[src/rtl/adsub_pkg.sv]
// Package: shared constants and types for the adder-subtracter.
// Assumes: operand widths are whole multiples of LANE_W.
package adsub_pkg;
    localparam int LANE_W = 4;

    typedef enum logic {
        OP_ADD = 1'b0,
        OP_SUB = 1'b1
    } op_e;
endpackage

[src/rtl/adsub_operand_prep.sv]
// Module: conditions the second operand for the shared carry network.
// In subtract mode every bit of y is inverted and the carry-in is forced
// high, so the downstream adder computes x + ~y + 1.
// Assumes: mode is a plain 0/1 select with no X.
module adsub_operand_prep
    import adsub_pkg::*;
#(
    parameter int WIDTH = 12
) (
    input  logic [WIDTH-1:0] y_in,
    input  logic             mode,
    output logic [WIDTH-1:0] y_cond,
    output logic             carry_seed
);
    op_e op;

    // Purpose: decode the operation and apply the complement trick.
    always_comb begin
        op         = op_e'(mode);
        y_cond     = (op == OP_SUB) ? ~y_in : y_in;
        carry_seed = (op == OP_SUB);
    end
endmodule

[src/rtl/adsub_cla4.sv]
// Module: one 4-bit carry-lookahead lane.
// Each carry is computed directly from the lane's generate and propagate
// terms and its carry-in, with no ripple inside the lane.
// Assumes: prop = a ^ b and gen = a & b per bit.
module adsub_cla4 (
    input  logic [3:0] gen,
    input  logic [3:0] prop,
    input  logic       cin,
    output logic [3:0] sum,
    output logic [4:1] cout
);
    // Purpose: flat lookahead equations for c1..c4.
    always_comb begin
        cout[1] = gen[0] | (prop[0] & cin);
        cout[2] = gen[1] | (prop[1] & gen[0]) | (prop[1] & prop[0] & cin);
        cout[3] = gen[2] | (prop[2] & gen[1]) | (prop[2] & prop[1] & gen[0])
                | (prop[2] & prop[1] & prop[0] & cin);
        cout[4] = gen[3] | (prop[3] & gen[2]) | (prop[3] & prop[2] & gen[1])
                | (prop[3] & prop[2] & prop[1] & gen[0])
                | (prop[3] & prop[2] & prop[1] & prop[0] & cin);
    end

    // Purpose: form each sum bit from its propagate term and incoming carry.
    always_comb begin
        sum = prop ^ {cout[3:1], cin};
    end
endmodule

[src/rtl/adsub_carry_chain.sv]
// Module: word-wide adder built from 4-bit lookahead lanes.
// Lanes are chained by ripple. The module exposes the carry out of the
// top bit and the carry into it.
// Assumes: WIDTH is a multiple of LANE_W.
module adsub_carry_chain
    import adsub_pkg::*;
#(
    parameter int WIDTH = 12
) (
    input  logic [WIDTH-1:0] a,
    input  logic [WIDTH-1:0] b,
    input  logic             cin,
    output logic [WIDTH-1:0] sum,
    output logic             carry_top,
    output logic             carry_sign
);
    localparam int LANES = WIDTH / LANE_W;

    logic [WIDTH-1:0] gen_w;
    logic [WIDTH-1:0] prop_w;
    logic [WIDTH:0]   carry;

    // Purpose: per-bit generate and propagate terms.
    always_comb begin
        gen_w  = a & b;
        prop_w = a ^ b;
    end

    assign carry[0] = cin;

    for (genvar k = 0; k < LANES; k++) begin : g_lane
        adsub_cla4 u_lane (
            .gen  (gen_w [k*LANE_W +: LANE_W]),
            .prop (prop_w[k*LANE_W +: LANE_W]),
            .cin  (carry [k*LANE_W]),
            .sum  (sum   [k*LANE_W +: LANE_W]),
            .cout (carry [k*LANE_W+1 +: LANE_W])
        );
    end

    assign carry_top  = carry[WIDTH];
    assign carry_sign = carry[WIDTH-1];
endmodule

[src/rtl/adsub_dual_flag.sv]
// Module: top-level adder-subtracter with unsigned and signed overflow flags.
// Combinational only; there is no clock or reset in this block.
// Assumes: WIDTH is a multiple of 4 (checked at elaboration).
module adsub_dual_flag
    import adsub_pkg::*;
#(
    parameter int WIDTH = 12
) (
    input  logic [WIDTH-1:0] x,
    input  logic [WIDTH-1:0] y,
    input  logic             mode,
    output logic [WIDTH-1:0] result,
    output logic             unsigned_flag,
    output logic             signed_flag
);
    // the lane structure needs a whole number of 4-bit lanes
    if ((WIDTH % LANE_W) != 0 || WIDTH < LANE_W) begin : g_bad_width
        $error("adsub_dual_flag: WIDTH must be a positive multiple of 4");
    end

    logic [WIDTH-1:0] y_cond;
    logic             seed;
    logic             c_top;
    logic             c_sign;

    adsub_operand_prep #(.WIDTH(WIDTH)) u_prep (
        .y_in       (y),
        .mode       (mode),
        .y_cond     (y_cond),
        .carry_seed (seed)
    );

    adsub_carry_chain #(.WIDTH(WIDTH)) u_chain (
        .a          (x),
        .b          (y_cond),
        .cin        (seed),
        .sum        (result),
        .carry_top  (c_top),
        .carry_sign (c_sign)
    );

    // Purpose: derive both flags from the top two carries.
    always_comb begin
        unsigned_flag = c_top ^ mode;
        signed_flag   = c_top ^ c_sign;
    end
endmodule

[config.mk]
export PLATFORM = sky130hd
export DESIGN_NAME = adsub_dual_flag
export DESIGN_NICKNAME = d
export VERILOG_FILES = /design/src/rtl/adsub_pkg.sv /design/src/rtl/adsub_operand_prep.sv /design/src/rtl/adsub_cla4.sv /design/src/rtl/adsub_carry_chain.sv /design/src/rtl/adsub_dual_flag.sv
export SDC_FILE = /design/constraint.sdc
export NUM_CORES = 1
export LEC_CHECK = 0
export ABC_AREA = 1
export BUFFER_PORTS_ARGS = -buffer_cell sky130_fd_sc_hd__buf_4
export CAP_MARGIN = 15
export CORE_UTILIZATION = 44
export DETAILED_ROUTE_END_ITERATION = 6
export GPL_TIMING_DRIVEN = 0
export PLACE_DENSITY = 0.86
export RECOVER_POWER = 100
export SYNTH_ARGS = -nofsm -noshare
export SYNTH_HDL_FRONTEND = slang
export SYNTH_SLANG_ARGS = --single-unit
[constraint.sdc]
create_clock -name vclk -period 2.4
set_input_delay 0.36 -clock vclk [all_inputs]
set_output_delay 0.36 -clock vclk [all_outputs]
set_load 0.05 [all_outputs]
==> results.cfg, run 1 <==
[outcome]
status = stopped before the end
stop_stage = global routing
firstError = [ERROR DPL-0038] Utilization greater than 100%, impossible to legalize

[synthesis]
synth_area_leader_cell = ha_1
synth_area_leaders = ha_1 20%, xor2_1 15%, nand2_1 11%, inv_1 8.6%, xnor2_1 8.3%
syn_nets = 149
synth_top_area_frac = 0.2027
yosys_warnings = 0
syn_inst = 110
synth.avg_cell_area_um2 = 6.734
netlist_area_um2 = 740.7
synth_seq_area_share = 0
synth_cell_types = 23

[placement]
place_ws_ns = -0.4642
port_buffers = 38
gp_congestion = 0.7986
dp.cells = 164
dp_hpwl_um = 1520

[die]
ioPinCount = 39
start_util = 0.4805
placementRows = 14
fp.dieW_um = 43.03
die_h_um = 43.03

[clock_network]
ctsHoldBuffers = 0

[sta]
worst-ep-kind = output port
grt-worst-endpoint = result[9]

[global_routing]
grt_max_degree = 7
## per-stage QoR
stage / area, um2 / util
2_1_floorplan: 848.3 / -
3_3_place_gp: 1154 / 0.7484
3_5_place_dp: 1154 / 0.7484
4_1_cts: 1374 / 0.8912
## logic make-up after synthesis
family                     synth area share
adders and majority gates            0.2568
xor gates and xnor gates             0.2365
and+or+nand+nor                      0.2855
AOI/OAI and AO/OA                   0.09799
buffers and inverters                0.1233
## cell usage after synthesis (2+ instances only)
cell	instances
nand2_1	21
a21oi_2	2
nand2_2	6
inv_2	2
xor2_1	13
a21oi_1	4
nand2_4	3
nor2_1	7
fa_1	2
nand3_1	4
xnor2_1	7
ha_1	12
inv_1	17
## repair_timing
item,in CTS
buffers inserted,15
gates resized for setup,29
pin swaps,18
endpoints found under the setup margin,10
cloned,0
==> run 2: changes to the inputs <==
--- a/config.mk
+++ b/config.mk
@@ -8,10 +8,11 @@
 export ABC_AREA = 1
 export BUFFER_PORTS_ARGS = -buffer_cell sky130_fd_sc_hd__buf_4
 export CAP_MARGIN = 15
-export CORE_UTILIZATION = 44
+export CORE_AREA = 2 2 63 65
 export DETAILED_ROUTE_END_ITERATION = 6
+export DIE_AREA = 0 0 65 67
 export GPL_TIMING_DRIVEN = 0
-export PLACE_DENSITY = 0.86
+export PLACE_DENSITY_LB_ADDON = 0.15
 export RECOVER_POWER = 100
 export SYNTH_ARGS = -nofsm -noshare
 export SYNTH_HDL_FRONTEND = slang
==> constraint.sdc (replaced) <==
create_clock -name vclk -period 3.1
set_input_delay 0.465 -clock vclk [all_inputs]
set_output_delay 0.465 -clock vclk [all_outputs]
set_load 0.05 [all_outputs]
==> run 2 against run 1 <==
Against the previous run: the run now ends clean; synthesized area unchanged; synthesized cell count stayed put.
==> results.cfg, run 2 <==
[drt]
drt-total-wl_um = 1821
vias = 777
drtIter0Drc = 6
postRouteAntennaNets = 0
drc = 0
drtPass1Iterations = 2
wire_per_inst_um = 9.151
via_per_inst = 3.905

[synthesis]
synth_area_leader_cell = ha_1
yosys_warnings = 0
synth_top_area_frac = 0.2027
synth.avg_cell_area_um2 = 6.734
synth_cell_types = 23
synthAdderAreaFrac = 0.2568
syn_inst = 110
yosys-top-cells-count = 21 x nand2_1, 17 x inv_1, 13 x xor2_1
syn_nets = 149
yosysMostFrequentCell = nand2_1
netlist_area_um2 = 740.7
synth_seq_area_share = 0
synth_top_family_by_area = simple AND/OR/NAND/NOR gates
yosys.area_share.simple = 0.2855
synth_compound_area_frac = 0.09797
synthMuxAreaShare = 0
synth_area_leaders = ha_1 20%, xor2_1 15%, nand2_1 11%, inv_1 8.6%, xnor2_1 8.3%
synth-xor-area-share = 0.2365

[global_routing]
grt_util_met2 = 0.1443
busiest_layer = met2
grt_pass1_vias = 691
grt_use_total = 0.07714
grt_antenna_before_repair = 0
use_met1 = 0.1013
grt-ovfl-total = 0
grt_max_degree = 11
grt_pass1_wl_um = 2773
groute.layer.met3.usage = 0.006757

[placement]
gp_congestion = 0.7749
dp_hpwl_um = 1567
port_buffers = 38
placed_area_mm2 = 0.001101

[critical_path]
path_cells = buf_6 -> buf_6 -> xor2_1 -> ha_1 -> inv_2 -> nand2_1 -> nand3_2 -> nand2_2 -> nand2_2 -> nand2_4 -> inv_1 -> fa_2 -> inv_1 -> buf_4
slowest_stage = fa_2
critPathMaxStageDelay_ns = 0.51
startpoint_type = input pin
critPathCapture = result[8]
crit_required_ns = 2.63
cp-startpoint = mode
crit_fanout = 10
critPathTopFamily = adder cells
crit_type = in2out
crit_cells = 14
end_kind = output port
arrival_ns = 2.50
path_buf_inv = 6

[outcome]
status = completed

[sta]
rsz0062_at_grt = no
tightest_slew_ns = 0.6011
hold_viol_final = 0
final-setup-viol-count = 0
final_max_slew_viol_count = 0
post-route-min-period_ns = 2.969
period_share = 0.9577
maxSlewHeadroom = 0.6010
timing.fmax_ghz = 0.3368

[final_layout]
final_common_cell = buf_4
clkbuf_count = 0
syn2layout_area_growth_pct = 48.31
fin_nets = 192
final_area_mm2 = 0.001099
final_cell_mix = 30 x buf_4, 21 x nand2_1, 17 x inv_1, 13 x xor2_1, 12 x ha_1
nFillCells = 407
seq_cells = 0
seqCellArea_um2 = 0
drive_gt1_frac = 0.3709
multi_input_area_um2 = 666.9
diodes = 0

[job]
drv_cap = 0

[clock_network]
ctsHoldBuffers = 0

[die]
core_area_mm2 = 0.003606
die-area_mm2 = 0.004355
ioPinCount = 39
die_h_um = 67
start_util = 0.2054
placementRows = 22
fp.dieW_um = 65

[pwr]
peakVddDrop_uv = 106.0
leakage_uw = 0.0006112
power_density_mw_per_mm2 = 447.9
power_uw = 492.0

[hold_path]
hp-class = in2out
==> run 2: cell counts after synthesis <==
No cell type changed its count.
==> run 2: cell type report <==
| class | count | area share |
|---|---|---|
| inverters | 20 | 0.06834 |
| well taps | 48 | 0.05467 |
| repair buffers | 41 | 0.2494 |
| plain buffers | 2 | 0.02050 |
| multi-input cells | 88 | 0.6071 |
==> run 2: logic make-up after synthesis <==
kind of cell    after synthesis
simple gates                 43
fa+ha+maj                    14
buf+inv                      22
xor+xnor                     20
compound gates               11
==> run 2: worst min path at each step <==
stage	from	endpoint	slack, ns	cells past startpoint
floorplan	y[0]	result[1]	1.31	2
global placement	x[0]	result[1]	1.39	5
CTS	x[0]	result[1]	1.40	5
global route	mode	unsigned_flag	1.50	5
finish	mode	unsigned_flag	1.46	5
detailed placement	x[0]	result[1]	1.40	5
==> run 2: metal layers <==
metal,routed length [um],vias up
li1,-,422
met1,827,337
met2,899,18
met3,94,0
met4,0,0
met5,0,-
==> run 2: worst min-delay path, delay by kind of cell <==
family | cells | cell delay [ns]
buf+inv | 3 | 0.42
simple gates | 2 | 0.11
==> run 2: per-stage QoR <==
step / instances / setup WS (ns) / TNS (ns) / utilization / hold slack (ns)
6_report: 199 / 0.1310 / 0 / 0.3047 / 1.460
5_1_grt: 199 / 0.005351 / 0 / 0.3047 / 1.501
4_1_cts: 196 / 0.002933 / 0 / 0.3060 / 1.395
3_5_place_dp: 196 / -0.07878 / -0.1022 / 0.3053 / 1.395
3_3_place_gp: 196 / -0.08655 / -0.1182 / 0.3053 / 1.392
2_1_floorplan: 110 / -0.04330 / -0.04330 / - / 1.310
==> run 2: timing repair <==
item | 4_1_cts | 5_1_grt
setup endpoints to repair | 2 | 2
gates resized for setup | 1 | 3
pin swaps | 0 | 3
buffers inserted | 0 | 3
==> run 2: report_power, final <==
group | leakage [uW] | internal [uW] | total [uW] | switching (uW)
Clock | 0 | 0 | 0 | 0
Sequential | 0 | 0 | 0 | 0
Combinational | 0.000611 | 153 | 492 | 339
(Power assumes the default switching activity.)
